--- config.mk ---
export PLATFORM = sky130hd
export DESIGN_NAME = wakeup_polarity_norm
export DESIGN_NICKNAME = d
export VERILOG_FILES = /design/src/rtl/wpn_pkg.sv /design/src/rtl/wpn_sync.sv /design/src/rtl/wpn_regs.sv /design/src/rtl/wpn_chan.sv /design/src/rtl/wakeup_polarity_norm.sv
export SDC_FILE = /design/constraint.sdc
export NUM_CORES = 2
export LEC_CHECK = 0
export BUFFER_PORTS_ARGS = -buffer_cell sky130_fd_sc_hd__clkbuf_2
export CORE_ASPECT_RATIO = 1.1
export CORE_MARGIN = 5
export CORE_UTILIZATION = 63
export CTS_BUF_LIST = sky130_fd_sc_hd__clkbuf_2
export DETAILED_ROUTE_END_ITERATION = 7
export HOLD_SLACK_MARGIN = 0.06
export PLACE_DENSITY = 0.83
export SETUP_SLACK_MARGIN = 0.15
export SLEW_MARGIN = 5
export SYNTH_ARGS = -nofsm -noshare
export SYNTH_HDL_FRONTEND = slang
export SYNTH_HIERARCHICAL = 1
export SYNTH_SLANG_ARGS = --single-unit
--- constraint.sdc ---
create_clock -name clk -period 6.76 [get_ports clk]
set_input_delay 2.028 -clock clk [delete_from_list [all_inputs] [get_ports clk]]
set_output_delay 2.028 -clock clk [all_outputs]
set_load 0.05 [all_outputs]
--- src/rtl/wpn_pkg.sv ---
package wpn_pkg;
   localparam int unsigned MAX_CH        = 168;
   localparam int unsigned REG_W         = 32;
   localparam int unsigned TRIG_W        = 3;
   localparam int unsigned EN_WORD_BASE  = 32'h10 / 4;
   localparam int unsigned CFG_WORD_BASE = 32'h110 / 4;

   typedef enum logic [TRIG_W-1:0] {
      TRIG_LVL_LO = 3'b000,
      TRIG_FALL   = 3'b010,
      TRIG_LVL_HI = 3'b100,
      TRIG_RISE   = 3'b110,
      TRIG_BOTH   = 3'b111
   } trig_e;
endpackage

--- src/rtl/wpn_sync.sv ---
module wpn_sync #(
   parameter int unsigned WIDTH  = 8,
   parameter int unsigned STAGES = 2
) (
   input  logic             clk,
   input  logic             rst_n,
   input  logic [WIDTH-1:0] din_i,
   output logic [WIDTH-1:0] next_o,
   output logic [WIDTH-1:0] dout_o
);
   logic [WIDTH-1:0] stage_q [STAGES];

   always_ff @(posedge clk or negedge rst_n) begin
      if (!rst_n) begin
         for (int unsigned s = 0; s < STAGES; s++) stage_q[s] <= '0;
      end else begin
         stage_q[0] <= din_i;
         for (int unsigned s = 1; s < STAGES; s++) stage_q[s] <= stage_q[s-1];
      end
   end

   // value the last stage takes on the next edge
   assign next_o = stage_q[STAGES-2];
   assign dout_o = stage_q[STAGES-1];
endmodule

--- src/rtl/wpn_regs.sv ---
module wpn_regs
   import wpn_pkg::*;
#(
   parameter int unsigned NUM_CH = 168,
   parameter int unsigned ADDR_W = 12
) (
   input  logic                          clk,
   input  logic                          rst_n,
   input  logic                          wen_i,
   input  logic [ADDR_W-1:0]             addr_i,
   input  logic [REG_W-1:0]              wdata_i,
   output logic [REG_W-1:0]              rdata_o,
   output logic [NUM_CH-1:0]             en_o,
   output logic [NUM_CH-1:0][TRIG_W-1:0] cfg_o,
   output logic [NUM_CH-1:0]             cfg_wr_o
);
   localparam int unsigned EN_WORDS = (NUM_CH + REG_W - 1) / REG_W;

   logic [31:0] word_addr;
   logic [31:0] en_idx;
   logic [31:0] cfg_idx;
   logic        en_hit;
   logic        cfg_hit;
   logic [NUM_CH-1:0]             en_q;
   logic [NUM_CH-1:0][TRIG_W-1:0] cfg_q;

   assign word_addr = 32'(addr_i[ADDR_W-1:2]);
   assign en_idx    = word_addr - EN_WORD_BASE;
   assign cfg_idx   = word_addr - CFG_WORD_BASE;
   assign en_hit    = (word_addr >= EN_WORD_BASE) && (word_addr < EN_WORD_BASE + EN_WORDS);
   assign cfg_hit   = (word_addr >= CFG_WORD_BASE) && (word_addr < CFG_WORD_BASE + NUM_CH);

   always_comb begin
      for (int unsigned c = 0; c < NUM_CH; c++)
         cfg_wr_o[c] = wen_i && cfg_hit && (cfg_idx == c);
   end

   always_ff @(posedge clk or negedge rst_n) begin
      if (!rst_n) begin
         en_q  <= '0;
         cfg_q <= '0;
      end else begin
         for (int unsigned c = 0; c < NUM_CH; c++) begin
            if (wen_i && en_hit && (en_idx == c / REG_W)) en_q[c] <= wdata_i[c % REG_W];
            if (cfg_wr_o[c]) cfg_q[c] <= wdata_i[TRIG_W-1:0];
         end
      end
   end

   always_comb begin
      rdata_o = '0;
      for (int unsigned c = 0; c < NUM_CH; c++) begin
         if (en_hit && (en_idx == c / REG_W)) rdata_o[c % REG_W] = en_q[c];
         if (cfg_hit && (cfg_idx == c)) rdata_o[TRIG_W-1:0] = cfg_q[c];
      end
   end

   assign en_o  = en_q;
   assign cfg_o = cfg_q;
endmodule

--- src/rtl/wpn_chan.sv ---
module wpn_chan
   import wpn_pkg::*;
(
   input  logic              clk,
   input  logic              rst_n,
   input  logic              sync_i,
   input  logic              sync_next_i,
   input  logic              en_i,
   input  logic [TRIG_W-1:0] cfg_i,
   input  logic              cfg_wr_i,
   output logic              irq_o
);
   logic hist_q;
   logic rise;
   logic fall;
   logic raw;

   // history is taken from the raw line, never the inverted one, so a
   // polarity change alone cannot look like a transition
   always_ff @(posedge clk or negedge rst_n) begin
      if (!rst_n)        hist_q <= 1'b0;
      else if (cfg_wr_i) hist_q <= sync_next_i;
      else               hist_q <= sync_i;
   end

   assign rise = sync_i & ~hist_q;
   assign fall = ~sync_i & hist_q;

   always_comb begin
      case (cfg_i)
         TRIG_LVL_LO: raw = ~sync_i;
         TRIG_LVL_HI: raw = sync_i;
         TRIG_RISE:   raw = rise;
         TRIG_FALL:   raw = fall;
         TRIG_BOTH:   raw = rise | fall;
         default:     raw = 1'b0;
      endcase
   end

   assign irq_o = en_i & raw;
endmodule

--- src/rtl/wakeup_polarity_norm.sv ---
module wakeup_polarity_norm
   import wpn_pkg::*;
#(
   parameter int unsigned NUM_CH = 168,
   parameter int unsigned ADDR_W = 12
) (
   input  logic              clk,
   input  logic              rst_n,
   input  logic              bus_wen,
   input  logic [ADDR_W-1:0] bus_addr,
   input  logic [31:0]       bus_wdata,
   output logic [31:0]       bus_rdata,
   input  logic [NUM_CH-1:0] irq_in,
   output logic [NUM_CH-1:0] irq_out
);
   localparam int unsigned SYNC_STAGES = 2;
   localparam int unsigned WORD_SPAN   = 1 << (ADDR_W - 2);

   if (NUM_CH < 1 || NUM_CH > MAX_CH) begin : g_bad_count
      $error("NUM_CH out of supported range");
   end
   if (ADDR_W > 32 || CFG_WORD_BASE + NUM_CH > WORD_SPAN) begin : g_bad_addr
      $error("ADDR_W too small for the configuration array");
   end

   logic [NUM_CH-1:0]             en_w;
   logic [NUM_CH-1:0][TRIG_W-1:0] cfg_w;
   logic [NUM_CH-1:0]             cfg_wr_w;
   logic [NUM_CH-1:0]             sync_w;
   logic [NUM_CH-1:0]             sync_nx_w;

   wpn_regs #(.NUM_CH(NUM_CH), .ADDR_W(ADDR_W)) u_regs (
      .clk      (clk),
      .rst_n    (rst_n),
      .wen_i    (bus_wen),
      .addr_i   (bus_addr),
      .wdata_i  (bus_wdata),
      .rdata_o  (bus_rdata),
      .en_o     (en_w),
      .cfg_o    (cfg_w),
      .cfg_wr_o (cfg_wr_w)
   );

   wpn_sync #(.WIDTH(NUM_CH), .STAGES(SYNC_STAGES)) u_sync (
      .clk    (clk),
      .rst_n  (rst_n),
      .din_i  (irq_in),
      .next_o (sync_nx_w),
      .dout_o (sync_w)
   );

   for (genvar g = 0; g < NUM_CH; g++) begin : g_ch
      wpn_chan u_chan (
         .clk         (clk),
         .rst_n       (rst_n),
         .sync_i      (sync_w[g]),
         .sync_next_i (sync_nx_w[g]),
         .en_i        (en_w[g]),
         .cfg_i       (cfg_w[g]),
         .cfg_wr_i    (cfg_wr_w[g]),
         .irq_o       (irq_out[g])
      );
   end
endmodule

* Word-level counts from Yosys, hierarchy flattened *
Cells that the tools add are included.

word-level totals
  bits in registers = 1176
  bits in latches = 0
  bits in writable memories = 0
  memory bits (read-only) = 0
  output and inout bits = 200
  logic and storage cells = 3396
  memories = 0

cells by class
  add/subtract/negate cells = 2
  $mul = 0
  divide/modulo/power cells = 0
  order comparisons = 4
  eq/ne operators = 844
  shift-type cells = 0
  muxes and demuxes = 672
  bitwise logic cells = 1008
  reduce and logical (&&, ||, !) cells = 522

operators by type and width
  operator               count
  $eq 32x7->1 const B    64
  $eq 3x3->1 const B     504
  $eq 32x8->1 const B    40
  $eq 32x6->1 const B    32
  $pmux 1 s5             168
  $eq 32x5->1 const B    16
  $and 1x1->1            504
  $eq 3x2->1 const B     168
  $logic_not 3->1        168
  $mux 3                 168
  $logic_and 1x1->1      352
  $mux 1                 336
  $not 1->1              336
  $eq 32x4->1 const B    8
  $eq 32x3->1 const B    6
  $or 1x1->1             168
  $eq 32x2->1 const B    4
  $eq 32x1->1 const B    2
  $logic_not 32->1       2
  $sub 10x3->11 const B  1
  $sub 10x7->11 const B  1
  $ge 10x3->1 const B    1
  $ge 10x7->1 const B    1
  $lt 10x4->1 const B    1
  $lt 10x8->1 const B    1

* Longest topological paths before layout *
  depth in word-level cells = 189
  depth in mapped cells = 15
  gate-level depth less buffers = 10

* By module *
Netlist, hierarchy kept.

by module, submodules not included
  module    times used  cells an instance  area an instance (sq um)  seq. area each (sq um)
  wpn_regs  1           2813               32840.2                   16816.1
  wpn_chan  168         14                 120.1                     25.0
  wpn_sync  1           336                8408.1                    8408.1

* Worst setup path after synthesis *
No wires, ideal clock.

  path type = input to output
  start point = input bus_addr[5]
  end point = output bus_rdata[1]
  arrival = 5.135 ns
  path slack = -0.403 ns
  cell stages on the path = 14
  buffers on the path = 4
  cell sequence = buf_2 o41a_1 o21ai_2 buf_4 buf_6 nand2_1 buf_2 o32ai_2 a21oi_1 o31ai_1 a31oi_1 a2111oi_2 o21ai_1 a31oi_1

between the ends
  cells in the longest elaborated chain, start to end = 177
  elaborated cells between the ends (all ways) = 530
  those cells by class = add/sub: 2; order compare: 4; eq/ne: 172; mux: 174; reduce/logical: 178

ends and longest elaborated chain
  what                                                   line                            source
  start: declaration                                     wakeup_polarity_norm.sv:10      input logic [ADDR_W-1:0] bus_addr,
  $sub 10x7->11, or another cell as far along            wpn_regs.sv:29                  assign cfg_idx = word_addr - CFG_WORD_BASE;
  $logic_not 32->1 or $logic_and 1x1->1 (tied branches)  wpn_regs.sv:54, wpn_regs.sv:31
  $logic_and 1x1->1                                      wpn_regs.sv:54                  if (cfg_hit && (cfg_idx == c)) rdata_o[TRIG_W-1:0] = cfg_q[c];
  $mux 3                                                 wpn_regs.sv:54
  $mux 1                                                 wpn_regs.sv:53                  if (en_hit && (en_idx == c / REG_W)) rdata_o[c % REG_W] = en_q[c];
  $mux 3 (32 in a row)                                   wpn_regs.sv:54
  $mux 1                                                 wpn_regs.sv:53
  $mux 3 (32 in a row)                                   wpn_regs.sv:54
  $mux 1                                                 wpn_regs.sv:53
  $mux 3 (32 in a row)                                   wpn_regs.sv:54
  $mux 1                                                 wpn_regs.sv:53
  $mux 3 (32 in a row)                                   wpn_regs.sv:54
  $mux 1                                                 wpn_regs.sv:53
  $mux 3 (32 in a row)                                   wpn_regs.sv:54
  $mux 1                                                 wpn_regs.sv:53
  $mux 3 (6 in a row)                                    wpn_regs.sv:54
  $mux 3 *                                               wpn_regs.sv:54
  end: declaration                                       wakeup_polarity_norm.sv:12      output logic [31:0] bus_rdata,

Mark *: on every way between the ends. The rest lies on a longest branch, timed or not.

* Worst setup path after layout *
  start point = input bus_addr[2]
  end point = output bus_rdata[2]

between the ends
  cells in the longest elaborated chain, start to end = 177
  elaborated cells between the ends (all ways) = 530
  those cells by class = add/sub: 2; order compare: 4; eq/ne: 172; mux: 174; reduce/logical: 178

ends and longest elaborated chain
  what                                                   line
  $sub 10x7->11, or another cell as far along            wpn_regs.sv:29
  $logic_not 32->1 or $logic_and 1x1->1 (tied branches)  wpn_regs.sv:54, wpn_regs.sv:31
  $logic_and 1x1->1                                      wpn_regs.sv:54
  $mux 3 (2 in a row)                                    wpn_regs.sv:54
  $mux 1                                                 wpn_regs.sv:53
  $mux 3 (32 in a row)                                   wpn_regs.sv:54
  $mux 1                                                 wpn_regs.sv:53
  $mux 3 (32 in a row)                                   wpn_regs.sv:54
  $mux 1                                                 wpn_regs.sv:53
  $mux 3 (32 in a row)                                   wpn_regs.sv:54
  $mux 1                                                 wpn_regs.sv:53
  $mux 3 (32 in a row)                                   wpn_regs.sv:54
  $mux 1                                                 wpn_regs.sv:53
  $mux 3 (32 in a row)                                   wpn_regs.sv:54
  $mux 1                                                 wpn_regs.sv:53
  $mux 3 (5 in a row)                                    wpn_regs.sv:54
  $mux 3 *                                               wpn_regs.sv:54

Marked as above.

==> flow_results.org <==
** Outcome
- Outcome :: finished, violations left
- Violated checks :: setup timing

** Die
- In this run the core area contains 120 standard-cell rows.
- The floorplan step defined a die boundary enclosing 104000 um^2.
- Width of the chip :: 308 um
- In this run the standard cell core region covers 97100 um^2.
- The floorplan step set the die height to 338 um.
- Initial standard-cell utilization of the core :: 63.2%
- 415 I/O pins were placed.

** Power
- Peak supply drop :: 0.167 mV
- Leakage power figure :: 0.0352 uW
- Power spread over the standard cell area amounts to 184 nW/um^2.
- Tot Pwr :: 13400 uW

** Timing
- Setup repair after global routing could not meet its margin everywhere.
- Clock skew on the completed layout was measured at 0.113 ns.
- In this run the tightest slew margin relative to its limit is 25.8%.
- Across all setup checks in the final design, the least slack found is -0.634 ns.
- Number of endpoints with negative hold slack in the final report :: 0
- Max-slew violation count :: 0
- Final worst path period need :: 7.39 ns
- Final setup fails :: 3
- Based on the critical path, the design can be clocked at up to 135 MHz.
- The final critical path takes up 109% of the cycle.
- Hold slack :: 0.354 ns
- Slew at the pin closest to its max-slew limit :: 1.11 ns

** Placement
- In this run the cell area measured after placement is 69400 um^2.
- Port Buffers :: 412
- Routability congestion estimate from global placement :: 1.09
- The number of placed instances, taps included, is 7512.
- Post-detail-place hpwl :: 171000 um

** Clocking
- Clock Latency Late Sink :: 1.62 ns
- After clock tree synthesis, the clock-pin slew on the worst setup and hold paths is 0.12 ns.
- Clock tree synthesis inserted a total of 311 buffers.
- H-tree levels :: 5
- Root buffer cell :: clkbuf_2
- CTS sink cnt :: 1176
- TritonCTS built the clock tree.
- In this run the deepest clock path goes through 4 buffers.

** Cells and area
- Fraction of layout instances using a drive strength above 1 :: 33.6%
- Relative to the synthesized area, the layout overhead comes to 19.0%.
- Utilization of the core after routing :: 75.3%
- The multi-input combinational cells in the finished layout cover a total of 29800 um^2.
- Register cell area after layout :: 29400 um^2
- The finished cells cover 73100 um^2.
- Final cell count without fillers :: 8055
- After filler insertion, the fill cell instance count of the layout stands at 6494.
- Number of nets at the end of the flow :: 7124

** Setup path
- Beginning of the worst register-to-register path :: u_regs/cfg_o[190]$_DFFE_PN0P_
- STA classifies the critical path startpoint as an input pin.
- In this run the register-to-register setup slack is 5.76 ns.
- Max Fanout on Critical Path :: 16
- CP endpoint kind :: output port
- Data arrival time of the critical path :: 5.37 ns
- The worst register-to-register path ends at u_regs/cfg_o[190]$_DFFE_PN0P_.
- Data on the critical path is required at its endpoint by 4.73 ns.
- Worst reg2reg path depth :: 1
- Setup Crit Path Kind :: input pin to output port

** Synthesis
- Among all flip-flop cells after synthesis, the most frequent one is dfrtp_1.
- Synthesized area :: 61400 um^2
- Post-synthesis sequential element count :: 1176
- Counting flops with a built-in enable in the synthesized netlist gives 0.
- Average cell area after synthesis :: 11.2 um^2
- Counting distinct cell types in the post-synthesis netlist gives 94.
- Yosys Warn Count :: 6
- The cell count after synthesis came out at 5501.
- Counting every net in the synthesized netlist gives 6052.
- Of all flip-flops after synthesis, the portion carrying an async set or reset was 100%.
- The share of the Yosys chip area taken by registers is 47.9%.

** Hold path
- The worst hold path terminates at u_sync/dout_o[88]$_DFF_PN0_.
- The path class of the tightest hold or removal check is flop to flop.
- Count of cells along the worst hold path :: 0
- In this run the most critical hold path is launched from u_sync/next_o[88]$_DFF_PN0_.

** Global route
- Overall fraction of global-route tracks in use :: 42.9%
- For this run the aggregate overflow at the end of global routing stands at 0.
- The first global-routing pass estimated 331000 um of wire.
- The initial antenna violation count was 18.
- The via count of the first global-routing pass came to 52500.
- Pin count of the biggest net entering global routing :: 175

** Drt
- Post-DR vias/cell :: 6.43
- After the first detailed-routing iteration, the DRC count stood at 6409.
- For this run, design rule violations remaining after detail routing come to 0.
- For this run, the detailed router's first-pass iteration total came to 7.
- Total Wirelength :: 228000 um
- The final route contains 51800 vias.
- Drt wl/cell :: 28.3 um
- Post-detailed-route count of antenna-violating nets :: 0

** Flow run
- Maximum capacitance violations :: 0
-- worst max path at each step --
stage | start | to
after global placement | bus_addr[7] | bus_rdata[2]
final | bus_addr[2] | bus_rdata[2]
after detailed placement | bus_addr[7] | bus_rdata[2]
after global routing | bus_addr[7] | bus_rdata[1]
after floorplan | bus_addr[5] | bus_rdata[1]
after CTS | bus_addr[7] | bus_rdata[2]
-- per-layer routing --
layer	GRT usage (%)	routed length (um)	vias up
li1	-	-	21800
met1	52.7	80400	25500
met2	63.5	98400	3477
met3	12.7	26500	934
met4	33.8	22200	16
met5	0	114	-
-- placed cells by master (no fill, tap or decap), drive strengths merged, types with 13 or more instances in the layout --
cell / netlist / layout
dfrtp: 1176 / 1176
clkbuf: 135 / 813
mux2: 670 / 670
buf: 93 / 617
inv: 519 / 522
mux2i: 369 / 369
ha: 336 / 336
nand2: 309 / 309
nor2: 276 / 276
o21ai: 247 / 247
nand3: 228 / 228
nor3b: 170 / 170
a31o: 170 / 170
xor2: 168 / 168
a22oi: 92 / 92
a21oi: 84 / 84
clkinv: 1 / 51
o22ai: 46 / 46
nor3: 43 / 43
a31oi: 38 / 38
o221ai: 23 / 23
nor4: 20 / 20
a221oi: 15 / 15
a211oi: 15 / 15
or3: 14 / 14
nor2b: 13 / 13
nand2b: 13 / 13
-- synth_stat cells, types with 92 or more instances --
| cell type | n | area [um^2] |
|---|---|---|
| dfrtp_1 | 1176 | 29400 |
| mux2_2 | 670 | 7540 |
| inv_1 | 519 | 1950 |
| mux2i_1 | 369 | 3690 |
| ha_1 | 336 | 4200 |
| nand2_1 | 309 | 1160 |
| nor2_1 | 263 | 987 |
| o21ai_0 | 240 | 1200 |
| nand3_1 | 224 | 1120 |
| a31o_1 | 168 | 1470 |
| nor3b_1 | 168 | 1260 |
| xor2_1 | 168 | 1470 |
| clkbuf_1 | 135 | 507 |
| a22oi_1 | 92 | 691 |
-- layout make-up --
cell class	count	share of cell area, %
Tap cell	1281	2.19
Antenna cell	12	0.0411
Clock inverter	59	0.539
Multi-Input combinational cell	3577	40.8
Clock buffer	443	3.03
Inverter	520	2.67
Timing Repair Buffer	987	10.5
Sequential cell	1176	40.2
-- repair_timing --
action / in CTS / in global routing
setup endpoints to repair: 13 / 20
gates resized for setup: 61 / 121
pin swaps: 11 / 38
setup buffers: 10 / 17
hold buffers: 0 / 0
cloned: 0 / 2
-- logic make-up (layout without fill, tap and decap cells) --
kind of cell	after synthesis	count (layout)	synth area share [%]
flip-flops	1176	1176	47.9
AND/OR/NAND/NOR	1145	1145	9.40
multiplexers	1049	1049	18.7
buffers and inverters	748	2009	4.75
adder cells (fa/ha/maj)	336	336	6.84
AO/OA/AOI/OAI	879	879	10.0
other	0	12	0
XOR/XNOR	168	168	2.40
-- registers in the layout, summed over array words and instances (netlist names) --
| signal | cells |
|---|---|
| u_regs/cfg_o | 504 |
| g_ch.u_chan/hist_q | 168 |
| u_regs/en_o | 168 |
| u_sync/dout_o | 168 |
| u_sync/next_o | 168 |
-- where the power goes --
group / total (uW) / switching, uW / internal [uW]
registers: 7400 / 191 / 7210
clock network: 4860 / 2910 / 1950
logic: 1180 / 740 / 437
-- metrics by stage --
step                setup TNS [ns]  setup slack [ns]
floorplan                        0            0.0675
global placement             -2.70             -1.02
detailed placement           -2.78             -1.07
CTS                          -1.58            -0.608
global route                 -1.94            -0.671
finish                       -1.79            -0.634
-- worst max-delay path, cell delays in order --
cell      delay, ns
buf_4          0.33
nor2b_1        0.47
buf_4          0.33
a222oi_1       0.15
nor4_1         0.22
buf_4          0.16
o31a_1         0.14
nor3_1         0.08
o32ai_1        0.35
nand3b_1       0.13
a31oi_1        0.21
buf_4          0.17
o211ai_1       0.15
a21oi_4        0.26
buf_12         0.17
Note: power is estimated with default switching activity, not from simulation.
